$ cat src/rtl/ibc_pkg.sv
package ibc_pkg;

  typedef enum logic [1:0] {
    LAYOUT_FLAT = 2'd0,
    LAYOUT_TWO  = 2'd1,
    LAYOUT_FOUR = 2'd2,
    LAYOUT_OFF  = 2'd3
  } layout_e;

  function automatic logic layout_split(input layout_e m);
    return (m == LAYOUT_TWO) || (m == LAYOUT_FOUR);
  endfunction

endpackage

$ cat src/rtl/ibc_addr_map.sv
module ibc_addr_map
  import ibc_pkg::*;
#(
  parameter int ADDR_W  = 12,
  parameter int ROWS    = 16,
  parameter int NUM_MOD = 4,
  localparam int ROW_W  = $clog2(ROWS),
  localparam int MOD_W  = $clog2(NUM_MOD)
) (
  input  layout_e              layout,
  input  logic                 odd_sel,
  input  logic [NUM_MOD-1:0]   slots,
  input  logic [ADDR_W-1:0]    addr,
  output logic                 hit,
  output logic [MOD_W-1:0]     mod_idx,
  output logic [ROW_W-1:0]     row_idx,
  output logic [NUM_MOD-1:0]   launch
);

  localparam int SPAN_W = ROW_W + MOD_W;

  logic [ADDR_W-1:0]  local_idx;
  logic               pos_ok;
  logic               range_ok;
  logic [MOD_W-1:0]   mate_idx;
  logic [NUM_MOD-1:0] self_hot;
  logic [NUM_MOD-1:0] mate_hot;

  always_comb begin
    if (layout == LAYOUT_FLAT) local_idx = addr;
    else                       local_idx = {1'b0, addr[ADDR_W-1:1]};
  end

  assign pos_ok   = (layout == LAYOUT_FLAT) ||
                    (layout_split(layout) && (addr[0] == odd_sel));
  assign range_ok = (local_idx >> SPAN_W) == '0;
  assign mod_idx  = local_idx[MOD_W-1:0];
  assign row_idx  = local_idx[SPAN_W-1:MOD_W];
  assign mate_idx = mod_idx ^ MOD_W'(1);

  assign hit = pos_ok && range_ok && slots[mod_idx];

  generate
    for (genvar m = 0; m < NUM_MOD; m++) begin : g_hot
      assign self_hot[m] = (mod_idx == MOD_W'(m));
      assign mate_hot[m] = (mate_idx == MOD_W'(m)) && slots[m] &&
                           (layout == LAYOUT_FOUR);
    end
  endgenerate

  assign launch = self_hot | mate_hot;

endmodule

$ cat src/rtl/ibc_store.sv
module ibc_store #(
  parameter int WORD_W = 37,
  parameter int ROWS   = 16,
  localparam int ROW_W = $clog2(ROWS)
) (
  input  logic              clk,
  input  logic              en,
  input  logic              we,
  input  logic [ROW_W-1:0]  row,
  input  logic [WORD_W-1:0] wword,
  output logic [WORD_W-1:0] rword
);

  logic [WORD_W-1:0] cells [ROWS];

  always_ff @(posedge clk) begin
    if (en) begin
      if (we) cells[row] <= wword;
      rword <= cells[row];
    end
  end

endmodule

$ cat src/rtl/ibc_cycle_timer.sv
module ibc_cycle_timer #(
  parameter int CYC_LEN = 6,
  localparam int CNT_W  = $clog2(CYC_LEN + 1)
) (
  input  logic clk,
  input  logic rst,
  input  logic start,
  output logic busy
);

  logic [CNT_W-1:0] remain;

  always_ff @(posedge clk) begin
    if (rst)                remain <= '0;
    else if (start)         remain <= CNT_W'(CYC_LEN - 1);
    else if (remain != '0)  remain <= remain - 1'b1;
  end

  assign busy = (remain != '0);

endmodule

$ cat src/rtl/ilv_bank_ctrl.sv
module ilv_bank_ctrl
  import ibc_pkg::*;
#(
  parameter int DATA_W  = 36,
  parameter int ADDR_W  = 12,
  parameter int ROWS    = 16,
  parameter int NUM_MOD = 4,
  parameter int ACC_DLY = 3,
  parameter int CYC_LEN = 6
) (
  input  logic                clk,
  input  logic                rst,
  input  logic [1:0]          cfg_mode,
  input  logic                cfg_odd,
  input  logic [NUM_MOD-1:0]  cfg_slots,
  input  logic                bus_req,
  input  logic [ADDR_W-1:0]   bus_addr,
  input  logic                bus_we,
  input  logic [DATA_W-1:0]   bus_wdata,
  input  logic                bus_par_flip,
  output logic [DATA_W-1:0]   bus_rdata,
  output logic                bus_ack,
  output logic                bus_perr
);

  localparam int ROW_W  = $clog2(ROWS);
  localparam int MOD_W  = $clog2(NUM_MOD);
  localparam int WORD_W = DATA_W + 1;
  localparam int DLY_W  = $clog2(ACC_DLY + 1);

  logic               map_hit;
  logic [MOD_W-1:0]   map_mod;
  logic [ROW_W-1:0]   map_row;
  logic [NUM_MOD-1:0] map_launch;
  logic [NUM_MOD-1:0] mod_busy;
  logic               acc_fire;
  logic [MOD_W-1:0]   acc_mod;
  logic               eng_act;
  logic [DLY_W-1:0]   eng_cnt;
  logic [MOD_W-1:0]   sel_mod;
  logic               sel_we;
  logic [WORD_W-1:0]  sel_q;
  logic [WORD_W-1:0]  wr_word;
  logic               par_bit;
  logic [WORD_W-1:0]  store_q [NUM_MOD];

  ibc_addr_map #(
    .ADDR_W (ADDR_W),
    .ROWS   (ROWS),
    .NUM_MOD(NUM_MOD)
  ) u_map (
    .layout (layout_e'(cfg_mode)),
    .odd_sel(cfg_odd),
    .slots  (cfg_slots),
    .addr   (bus_addr),
    .hit    (map_hit),
    .mod_idx(map_mod),
    .row_idx(map_row),
    .launch (map_launch)
  );

  assign acc_fire = bus_req && !eng_act && map_hit && ((map_launch & mod_busy) == '0);
  assign acc_mod  = map_mod;

  assign par_bit = (~^bus_wdata) ^ bus_par_flip;
  assign wr_word = {par_bit, bus_wdata};

  generate
    for (genvar m = 0; m < NUM_MOD; m++) begin : g_mod
      logic go;
      assign go = acc_fire && map_launch[m];

      ibc_store #(
        .WORD_W(WORD_W),
        .ROWS  (ROWS)
      ) u_store (
        .clk  (clk),
        .en   (go),
        .we   (go && bus_we && (map_mod == MOD_W'(m))),
        .row  (map_row),
        .wword(wr_word),
        .rword(store_q[m])
      );

      ibc_cycle_timer #(
        .CYC_LEN(CYC_LEN)
      ) u_timer (
        .clk  (clk),
        .rst  (rst),
        .start(go),
        .busy (mod_busy[m])
      );
    end
  endgenerate

  assign sel_q = store_q[sel_mod];

  always_ff @(posedge clk) begin
    if (rst) begin
      eng_act   <= 1'b0;
      eng_cnt   <= '0;
      sel_mod   <= '0;
      sel_we    <= 1'b0;
      bus_ack   <= 1'b0;
      bus_perr  <= 1'b0;
      bus_rdata <= '0;
    end else begin
      bus_ack  <= 1'b0;
      bus_perr <= 1'b0;
      if (acc_fire) begin
        eng_act <= 1'b1;
        eng_cnt <= DLY_W'(ACC_DLY - 1);
        sel_mod <= map_mod;
        sel_we  <= bus_we;
      end else if (eng_act) begin
        if (eng_cnt == '0) begin
          eng_act   <= 1'b0;
          bus_ack   <= 1'b1;
          bus_rdata <= sel_q[DATA_W-1:0];
          bus_perr  <= !sel_we && !(^sel_q);
        end else begin
          eng_cnt <= eng_cnt - 1'b1;
        end
      end
    end
  end

endmodule

$ cat config.mk
export PLATFORM = sky130hd
export DESIGN_NAME = ilv_bank_ctrl
export DESIGN_NICKNAME = d
export VERILOG_FILES = /design/src/rtl/ibc_pkg.sv /design/src/rtl/ibc_addr_map.sv /design/src/rtl/ibc_store.sv /design/src/rtl/ibc_cycle_timer.sv /design/src/rtl/ilv_bank_ctrl.sv
export SDC_FILE = /design/constraint.sdc
export NUM_CORES = 2
export LEC_CHECK = 0
export ABC_CLOCK_PERIOD_IN_PS = 5700
export BUFFER_PORTS_ARGS = -buffer_cell sky130_fd_sc_hd__clkbuf_2
export CAP_MARGIN = 5
export CORE_ASPECT_RATIO = 1.75
export CORE_MARGIN = 2
export CORE_UTILIZATION = 45
export CTS_BUF_LIST = sky130_fd_sc_hd__clkbuf_8
export DETAILED_ROUTE_END_ITERATION = 8
export SYNTH_ARGS = -nofsm -noshare
export SYNTH_HDL_FRONTEND = slang
export SYNTH_SLANG_ARGS = --single-unit
$ cat constraint.sdc
create_clock -name clk -period 5.7 [get_ports clk]
set_clock_uncertainty 0.05 [all_clocks]
set_input_delay 1.425 -clock clk [delete_from_list [all_inputs] [get_ports clk]]
set_output_delay 1.425 -clock clk [all_outputs]
set_load 0.03 [all_outputs]
==> key figures <==
Clocking
  – Post_cts resized: 0
  – Clk sinks: 2572
  – CTS buffer count: 356
  – CTS H-Tree Depth: 5
  – Clk pin slew, worst setup/hold paths: 0.06 ns
  – Clk root buf: clkbuf_8
  – Cts hold-fix bufs: 0
  – TritonCTS clock tree: yes
  – Post-CTS setup buffer count: 0
  – Worst skew pair latency: 0.95 ns
  – Clock tree buffer depth: 4

Detailed routing
  – Antenna Nets Post-Route: 0
  – Initial drt markers: 5024
  – Routed Wire Length: 255.5 mm
  – Drt pass-1 iters: 5
  – Vias/cell: 5.952
  – Routed via count: 46503
  – Routed len/inst: 32.71 um
  – DRC errors left: 0

Critical path
  – CP Launch Type: primary input
  – Endpoint class of the critical path: register
  – Critical Path AT: 4.88 ns
  – Worst R2R Start: sel_mod[0]$_SDFFE_PP0N_
  – CP Launch Point: cfg_mode[0]
  – Critical Path RT: 6.34 ns
  – Crit path max fanout: 59
  – Reg-to-reg slack, setup: 1.85 ns
  – Crit Path Class: in2reg

Timing
  – Final hold vios: 0
  – F_max: 0.2357 GHz
  – Final Worst Setup Slack: 1.457 ns
  – Final setup TNS: 0 ns
  – RSZ-0062 raised after global routing: no
  – Setup violations, final: 0
  – Min Tclk post-route: 4.243 ns
  – Worst Tran Pin Value: 1.096 ns
  – Relative slew slack: 26.38%
  – Fin crit share: 74.44%
  – Hold Worst Slack: 0.4041 ns
  – Final Max Slew Viols: 0

Synth
  – Post-Syn Instances: 4288
  – Syn nets: 4362
  – Sequential share of the synthesized area: 79.05%
  – Share of synthesized flip-flops with an asynchronous set or reset: 0%
  – Synth Area in Compound Gates: 2.694%
  – Adder-cell share of the synthesized area: 0.1806%
  – Post-Syn Area per Cell: 22.62 um2
  – Post-synthesis mux area share: 14.78%
  – Simple-gate share of the synthesized area: 1.508%
  – Largest family of logic cells by synthesized area: multiplexers
  – Most common flop cell mapped by yosys: edfxtp_1
  – Yosys Warn Count: 0
  – Cell variety after synth: 46
  – EDFF count, synth: 2516
  – Post-Synth XOR/XNOR Area: 0.7147%
  – #FFs+latches synth: 2572
  – Post-synthesis cell area: 96990 um2

Placement
  – Placed cell areas: 103200 um2
  – IO buf count: 97
  – GPL Wtd Cong: 0.8145
  – Pre-CTS WS: 0.3981 ns
  – Post-DP HPWL: 150.6 mm

Global route
  – Number of global-route vias before repair: 48442
  – Initial antenna violation count: 23
  – Largest net degree at the start of global routing: 111
  – Overall Global Routing Usage: 23.37%
  – Overflow after GRT: 0
  – First-pass GRT wire length: 361.4 mm

Layout
  – Post-route cell area: 109700 um2
  – Core Util, Final: 51.15%
  – Final Net Count: 4781
  – Commonest cells after routing, fill and taps aside: edfxtp_1 (2516), mux4_2 (625), clkbuf_8 (364), a22oi_1 (296), nand2_1 (253)
  – Layout cells sized above 1: 29.01%
  – P&R area growth vs syn: 13.14%
  – Commonest non-fill, non-tap cell in the layout: edfxtp_1

Pwr
  – Pwr/cell area: 338.3 nW/um2
  – P_leak: 34.47 nW
  – Worst VDD drop: 422.3 uV

Run status
  – Status: finished clean

Min path
  – Min-Delay Path Class: reg2reg
  – Hold path start: bus_rdata[12]$_SDFFE_PP0P_

Die
  – Row cnt: 225
  – Die Y: 618.2 um
  – Die extent in x: 354.9 um
  – Core area: 214500 um2
  – Full die area: 219400 um2
  – Initial Utilization: 45.21%
  – Boundary Pins: 98

Run
  – Max Cap Viol: 0
cells in the mapped netlist, types with 6 or more instances:
master,instances,share of area (%)
a21oi_1,55,0.28
a22oi_1,296,2.3
buf_1,71,0.27
buf_2,38,0.20
clkbuf_1,118,0.46
dfxtp_1,56,1.2
edfxtp_1,2516,78
ha_1,14,0.18
inv_1,22,0.085
mux2i_1,11,0.11
mux4_2,625,15
nand2_1,253,0.98
nand2b_1,6,0.039
nor2_1,81,0.31
xnor2_1,54,0.49
xor2_1,13,0.12
layer usage:
metal	vias up	wire, um	GRT usage (%)
li1	18940	-	-
met1	25330	93720	28.95
met2	1840	136200	41.72
met3	381	16860	3.608
met4	12	8646	8.032
met5	-	80	0
report_power, final:
group	internal (mW)	switching [mW]
Combinational	0.930	1.65
Clock	6.66	6.77
Sequential	21.1	0.0190
Total	28.7	8.44
final cells by class:
type                    count  area, um2
clock inverters           257       1498
multi-input cells        1463      19850
flip-flops and latches   2572      76680
diodes                      6      15.01
repair buffers            292       3050
clock buffers             364       5010
fillers                 16931     104800
well taps                2837       3550
inverters                  22      82.58
cell families (layout without fill, tap and decap cells):
family                     Yosys count  count (layout)
AOI/OAI and AO/OA                  367             367
xor gates and xnor gates            72              72
adders and majority gates           14              14
buffers and inverters              253             935
DFF                               2572            2572
muxes                              644             644
other                                0               6
and+or+nand+nor                    366             366
worst max-delay path, stage by stage:
cell and delay (ns):
clkbuf_2 0.08, inv_1 0.09, ha_1 0.55, mux2i_4 0.72, buf_12 0.44, buf_12 0.30
mux4_2 0.54, a22oi_1 0.54, nand2_1 0.09
path summary, 6_finish.rpt:
| kind | endpoint | depth (start not counted) |
|---|---|---|
| worst max-delay path | g_mod[1].u_store.rword[5]$_DFFE_PP_ | 9 |
| worst min-delay path | bus_rdata[12]$_SDFFE_PP0P_ | 2 |
| worst max register to register | bus_perr$_SDFF_PP0_ | 8 |
| worst min register to register | bus_rdata[12]$_SDFFE_PP0P_ | 2 |
registers in the layout, indices dropped and copies added, names as in the netlist:
| register | flops |
|---|---|
| g_mod.u_store.rword | 148 |
| g_mod.u_store.cells | 2368 |
| bus_perr | 1 |
| bus_rdata | 36 |
| g_mod.u_timer.remain | 12 |
| sel_we | 1 |
| bus_ack | 1 |
| eng_act | 1 |
| sel_mod | 2 |
| eng_cnt | 2 |
per-stage QoR:
stage,total power [mW],std cells
after global routing,38.30,7809
final,37.12,7813
after floorplan,23.02,4288
after global placement,24.06,7186
after CTS,37.42,7807
after detailed placement,24.12,7186
Power figures use the tool's default switching activity.
